File: src/rtl/evbuf_pkg.sv
package evbuf_pkg;
  typedef enum logic {
    BUF_OPEN = 1'b0,
    BUF_FULL = 1'b1
  } buf_state_e;
endpackage

File: src/rtl/evbuf_trig_sync.sv
module evbuf_trig_sync #(
  parameter int SYNC_STAGES = 2
) (
  input  logic clk,
  input  logic rst,
  input  logic din,
  output logic rise
);
  localparam int TOP = SYNC_STAGES - 1;

  logic [TOP:0] sr;
  logic         prev;

  generate
    if (SYNC_STAGES == 1) begin : g_one
      always_ff @(posedge clk) begin
        if (rst) sr <= '0;
        else     sr <= din;
      end
    end else begin : g_many
      always_ff @(posedge clk) begin
        if (rst) sr <= '0;
        else     sr <= {sr[TOP-1:0], din};
      end
    end
  endgenerate

  always_ff @(posedge clk) begin
    if (rst) prev <= 1'b0;
    else     prev <= sr[TOP];
  end

  assign rise = sr[TOP] & ~prev;
endmodule

File: src/rtl/evbuf_evt_ctl.sv
module evbuf_evt_ctl
  import evbuf_pkg::*;
#(
  parameter int MAX_EVENTS = 5,
  parameter int CNT_W      = 12,
  localparam int EVW       = $clog2(MAX_EVENTS + 1)
) (
  input  logic             clk,
  input  logic             rst,
  input  logic             rise,
  input  logic             sw_reset,
  output logic             wr_en,
  output logic [CNT_W-1:0] wr_data,
  output logic [EVW-1:0]   event_num,
  output logic [CNT_W-1:0] trig_count,
  output logic             busy,
  output logic             trig_veto,
  output logic             irq
);
  localparam logic [EVW-1:0] LAST_EV = EVW'(MAX_EVENTS);

  buf_state_e state;
  logic       accept;

  assign accept  = rise && (state == BUF_OPEN) && !sw_reset;
  assign wr_en   = accept;
  assign wr_data = trig_count + 1'b1;

  always_ff @(posedge clk) begin
    if (rst) begin
      state      <= BUF_OPEN;
      event_num  <= '0;
      trig_count <= '0;
      busy       <= 1'b0;
      trig_veto  <= 1'b0;
      irq        <= 1'b0;
    end else if (sw_reset) begin
      state      <= BUF_OPEN;
      event_num  <= '0;
      busy       <= 1'b0;
      trig_veto  <= 1'b0;
      irq        <= 1'b0;
    end else if (accept) begin
      trig_count <= trig_count + 1'b1;
      event_num  <= event_num + 1'b1;
      if (event_num == LAST_EV - 1'b1) begin
        state     <= BUF_FULL;
        busy      <= 1'b1;
        trig_veto <= 1'b1;
        irq       <= 1'b1;
      end
    end
  end
endmodule

File: src/rtl/evbuf_trig_fifo.sv
module evbuf_trig_fifo #(
  parameter int WIDTH = 12,
  parameter int DEPTH = 8,
  localparam int AW   = $clog2(DEPTH),
  localparam int CW   = AW + 1
) (
  input  logic             clk,
  input  logic             rst,
  input  logic             clr,
  input  logic             wr,
  input  logic [WIDTH-1:0] wdata,
  input  logic             rd,
  output logic [WIDTH-1:0] rdata,
  output logic             empty,
  output logic             full
);
  logic [WIDTH-1:0] mem [DEPTH];
  logic [AW-1:0]    wptr, rptr;
  logic [CW-1:0]    cnt;
  logic             do_wr, do_rd;

  assign do_wr = wr && !full && !clr;
  assign do_rd = rd && !empty && !clr;

  always_ff @(posedge clk) begin
    if (do_wr) mem[wptr] <= wdata;
  end

  always_ff @(posedge clk) begin
    if (rst)        rdata <= '0;
    else if (do_rd) rdata <= mem[rptr];
  end

  always_ff @(posedge clk) begin
    if (rst || clr) begin
      wptr  <= '0;
      rptr  <= '0;
      cnt   <= '0;
      empty <= 1'b1;
      full  <= 1'b0;
    end else begin
      if (do_wr) wptr <= (wptr == AW'(DEPTH - 1)) ? '0 : wptr + 1'b1;
      if (do_rd) rptr <= (rptr == AW'(DEPTH - 1)) ? '0 : rptr + 1'b1;
      case ({do_wr, do_rd})
        2'b10: begin
          cnt   <= cnt + 1'b1;
          empty <= 1'b0;
          full  <= (cnt == CW'(DEPTH - 1));
        end
        2'b01: begin
          cnt   <= cnt - 1'b1;
          full  <= 1'b0;
          empty <= (cnt == CW'(1));
        end
        default: ;
      endcase
    end
  end
endmodule

File: src/rtl/evbuf_ctrl.sv
module evbuf_ctrl #(
  parameter int MAX_EVENTS  = 5,
  parameter int CNT_W       = 12,
  parameter int FIFO_DEPTH  = 8,
  parameter int SYNC_STAGES = 2,
  localparam int EVW        = $clog2(MAX_EVENTS + 1)
) (
  input  logic             clk,
  input  logic             rst,
  input  logic             trig_in,
  input  logic             sw_reset,
  input  logic             tfifo_rd,
  input  logic             tfifo_clr,
  output logic [EVW-1:0]   event_num,
  output logic [CNT_W-1:0] trig_count,
  output logic             busy,
  output logic             trig_veto,
  output logic             irq,
  output logic [CNT_W-1:0] tfifo_dout,
  output logic             tfifo_empty,
  output logic             tfifo_full
);
  logic             rise;
  logic             wr_en;
  logic [CNT_W-1:0] wr_data;

  evbuf_trig_sync #(.SYNC_STAGES(SYNC_STAGES)) u_sync (
    .clk(clk), .rst(rst), .din(trig_in), .rise(rise)
  );

  evbuf_evt_ctl #(.MAX_EVENTS(MAX_EVENTS), .CNT_W(CNT_W)) u_ctl (
    .clk(clk), .rst(rst), .rise(rise), .sw_reset(sw_reset),
    .wr_en(wr_en), .wr_data(wr_data), .event_num(event_num),
    .trig_count(trig_count), .busy(busy), .trig_veto(trig_veto), .irq(irq)
  );

  evbuf_trig_fifo #(.WIDTH(CNT_W), .DEPTH(FIFO_DEPTH)) u_fifo (
    .clk(clk), .rst(rst), .clr(tfifo_clr), .wr(wr_en), .wdata(wr_data),
    .rd(tfifo_rd), .rdata(tfifo_dout), .empty(tfifo_empty), .full(tfifo_full)
  );
endmodule

File: config.mk
export PLATFORM = sky130hd
export DESIGN_NAME = evbuf_ctrl
export DESIGN_NICKNAME = d
export VERILOG_FILES = /design/src/rtl/evbuf_pkg.sv /design/src/rtl/evbuf_trig_sync.sv /design/src/rtl/evbuf_evt_ctl.sv /design/src/rtl/evbuf_trig_fifo.sv /design/src/rtl/evbuf_ctrl.sv
export SDC_FILE = /design/constraint.sdc
export NUM_CORES = 1
export LEC_CHECK = 0
export BUFFER_PORTS_ARGS = -buffer_cell sky130_fd_sc_hd__buf_2
export CORE_MARGIN = 1
export CORE_UTILIZATION = 45
export CTS_CLUSTER_SIZE = 24
export DETAILED_ROUTE_END_ITERATION = 12
export PLACE_DENSITY_LB_ADDON = 0.05
export SLEW_MARGIN = 20
export SYNTH_ARGS = -nofsm -noshare
export SYNTH_HDL_FRONTEND = slang
export SYNTH_SLANG_ARGS = --single-unit
File: constraint.sdc
create_clock -name clk -period 3.8 [get_ports clk]
set_clock_uncertainty 0.15 [all_clocks]
set_input_delay 0.76 -clock clk [delete_from_list [all_inputs] [get_ports clk]]
set_output_delay 0.76 -clock clk [all_outputs]
set_load 0.01 [all_outputs]
==> flow_metrics.tcl <==
set metrics [dict create \
    crit_chain "buf_2 -> nor3b_2 -> ha_1 -> or4b_1 -> a21oi_1 -> xnor2_1 -> nor2_1" \
    syn_area_sq_mm 0.00572 \
    power_frac_comb 0.008 \
    r2r-end "u_fifo.mem[0][10]" \
    ant_nets 0 \
    postSynthCellCount 413 \
    pin_count 38 \
    pre_cts_slack_ns 0.956 \
    grt_use_total 0.193 \
    relSlewSlack 0.423 \
    ctsResizeCount 0 \
    grt-ovfl-total 0 \
    crit_arrival_ns 2.58 \
    worstReg2RegStart "u_ctl.trig_count[0]" \
    rrSetupSlack_ns 1.40 \
    yosys_warnings 0 \
    ir_drop_mv 0.302 \
    diodes 0 \
    ys_ff_latch 139 \
    fin_nets 477 \
    syn2layout_area_growth_pct 20.0 \
    hold_violations 0 \
    setup_viol 0 \
    hp-start "u_sync.sr[0]" \
    r2r_cells 5 \
    cp_slowest_cell "nor3b_2" \
    drv_slew 0 \
    seqPwrFrac 0.436 \
    nFillCells 1031 \
    hold_path_depth 1 \
    multi_input_area_sq_mm 0.00185 \
    insertion_delay_ns 0.41 \
    clockRootBuffer "clkbuf_16" \
    cp_max_fo 7 \
    avgViaCountPerCell 5.28 \
    fin_crit_sh 0.641 \
    worst_setup_path_start_kind "primary input" \
    path_class "primary input to flop" \
    port_buffers 37 \
    drive_above_1_share 0.203 \
    ys_seq_area_frac 0.655 \
    internal_power_w 0.00306 \
    drt-wirelength-per-cell_um 17.8 \
    cts_buffer_depth 2 \
    fin_tns_setup_ns 0 \
    core_area_sq_mm 0.0122 \
    clk_pin_slew_worst_paths_ns 0.06 \
    antenna_found_initial 0 \
    gp_congestion 0.817 \
    syn_nets 431 \
    hold_ws_ns 0.300 \
    crit_path_max_incr_delay_ns 0.49 \
    vias 3379 \
    clock_sinks 139 \
    status "complete, no violations" \
    worstMarginPinSlew_ns 0.859 \
    htree_levels 4 \
    regArea_sq_mm 0.00374 \
    sw_frac_of_total 0.170 \
    postCtsSetupBuffers 0 \
    rows 40 \
    grt_pass1_vias 3324 \
    hpwl_mm 7.02 \
    routed_wl_mm 11.4 \
    dieArea_sq_mm 0.0132 \
    drv_cap 0 \
    fp.dieW_um 115 \
    cts_buffers 17 \
    final_util 0.562 \
    synth_cell_types 40 \
    grt_pass1_wl_mm 18.2 \
    cts_tree "built" \
    initial_core_util 0.468 \
    power.leakage_nw 2.30 \
    fin_area_sq_mm 0.00686 \
    hold_buffers 0 \
    hold_end "u_sync.sr[1]" \
    drtIter0Drc 210 \
    critPathLaunch "tfifo_clr" \
    rsz0062_at_grt "false" \
    crit_path_end_kind "flop" \
    clkPwrFrac 0.556 \
    crit_required_ns 3.95 \
    power_switching_w 0.000626 \
    powerDensity_mw_per_mm2 537 \
    syn_area_per_cell_sq_um 13.8 \
    die_h_um 115 \
    grt_max_degree 64 \
    fin_ws_ns 1.37 \
    min_period_ns 2.43 \
    fmax_mhz 411 \
    hp-class "flop to flop" \
    drc 0 \
    place_area_sq_mm 0.00612 \
    firstDrtPassIters 4 \
]
==> metrics by stage <==
stage / total power (W) / std cells
2_1_floorplan: 0.00166 / 413
6_report: 0.00368 / 640
3_3_place_gp: 0.00167 / 608
3_5_place_dp: 0.00167 / 608
5_1_grt: 0.00378 / 640
4_1_cts: 0.00371 / 640
==> power by group through the flow <==
stage,registers [W],logic [W],clock network [W]
after floorplan,0.00164,0.0000185,0
after global placement,0.00164,0.0000304,0
after detailed placement,0.00164,0.0000312,0
after CTS,0.00161,0.0000312,0.00207
after global routing,0.00161,0.0000335,0.00214
final,0.00161,0.0000303,0.00205
==> logic make-up (layout without fill, tap and decap cells) <==
logic type / after synthesis / in the layout / synth area share
buf+inv: 28 / 87 / 0.0258
xor+xnor: 22 / 22 / 0.0337
fa+ha+maj: 12 / 12 / 0.0263
simple gates: 106 / 106 / 0.107
flops: 139 / 139 / 0.655
mux: 40 / 40 / 0.0701
compound gates: 66 / 66 / 0.0821
==> area by class of cell <==
type	instances	area share
inverter	5	0.00274
sequential	139	0.546
timing repair buffer	50	0.0431
clock buffer	19	0.0646
tap	168	0.0307
multi-input combinational	246	0.270
clock inverter	13	0.0427
==> flip-flops by register name (all words and copies together) (netlist names), 2 cells and up <==
register and cells:
u_ctl.event_num 3, u_ctl.trig_count 12, u_fifo.cnt 4, u_fifo.mem 96
u_fifo.rdata 12, u_fifo.rptr 3, u_fifo.wptr 3, u_sync.sr 2
==> Yosys cell counts, drive strengths merged <==
library cell,n,area share
nand2,16,0.011
dlygate4sd1,1,0.0015
or4b,2,0.0035
nand4b,4,0.0061
edfxtp,96,0.50
nor3b,1,0.0022
nor3,10,0.0096
a22oi,12,0.016
ha,12,0.026
or2,2,0.0022
or3,4,0.0044
a32o,1,0.0018
xnor2,12,0.018
inv,5,0.0033
a22o,11,0.017
nor4b,1,0.0042
and4,2,0.0031
nor2,27,0.018
buf,14,0.016
a211oi,23,0.030
nor4,3,0.0055
o21ai,3,0.0026
dfxtp,43,0.15
nand4,3,0.0033
nand3,8,0.0092
nor2b,17,0.019
and2,2,0.0022
mux2i,40,0.070
nand2b,4,0.0044
a21oi,14,0.012
a211o,1,0.0015
xor2,10,0.015
a31oi,1,0.0011
clkbuf,8,0.0053
==> routing by layer <==
| metal | GRT usage | vias up | wire length (um) | share of wire |
|---|---|---|---|---|
| met5 | 0 | - | 0 | 0 |
| met2 | 0.303 | 63 | 5330 | 0.47 |
| met1 | 0.255 | 1657 | 5480 | 0.48 |
| li1 | - | 1647 | - | - |
| met3 | 0.0476 | 12 | 399 | 0.035 |
| met4 | 0.0892 | 0 | 214 | 0.019 |
==> worst max-delay path: cells and delay by family <==
family                   cells  cell delay, ns
AND/OR/NAND/NOR              3            1.00
adder cells (fa/ha/maj)      1            0.38
AO/OA/AOI/OAI                1            0.19
XOR/XNOR                     1            0.14
buffers and inverters        1            0.11
==> worst max path at each step <==
| stage | to | slack, ns | cells after the start |
|---|---|---|---|
| after floorplan | u_fifo.mem[0][0] | 0.76 | 3 |
| after global placement | u_fifo.cnt[3] | 1.00 | 7 |
| after detailed placement | u_fifo.cnt[3] | 0.96 | 7 |
| after CTS | u_fifo.mem[0][10] | 1.33 | 5 |
| after global routing | u_fifo.mem[5][8] | 1.14 | 5 |
| final | u_fifo.cnt[3] | 1.37 | 7 |
==> placed cells by master (no fill, tap or decap), types with 2 or more instances in the layout <==
| cell type | n |
|---|---|
| edfxtp_1 | 96 |
| dfxtp_1 | 42 |
| mux2i_1 | 40 |
| buf_2 | 37 |
| nor2_1 | 27 |
| a211oi_1 | 23 |
| clkbuf_16 | 17 |
| nor2b_1 | 16 |
| nand2_1 | 15 |
| a21oi_1 | 14 |
| xnor2_1 | 12 |
| a22oi_1 | 12 |
| ha_1 | 12 |
| buf_4 | 12 |
| a22o_1 | 11 |
| xor2_1 | 10 |
| bufinv_16 | 9 |
| nand3_1 | 7 |
| inv_1 | 5 |
| nor3_2 | 5 |
| nor3_1 | 5 |
| nand2b_1 | 4 |
| or3_1 | 4 |
| nand4b_1 | 4 |
| nand4_1 | 3 |
| nor4_2 | 3 |
| o21ai_0 | 3 |
| and4_1 | 2 |
| or2_2 | 2 |
| and2_1 | 2 |
| or4b_1 | 2 |
| clkinv_2 | 2 |
(Power assumes the default switching activity.)
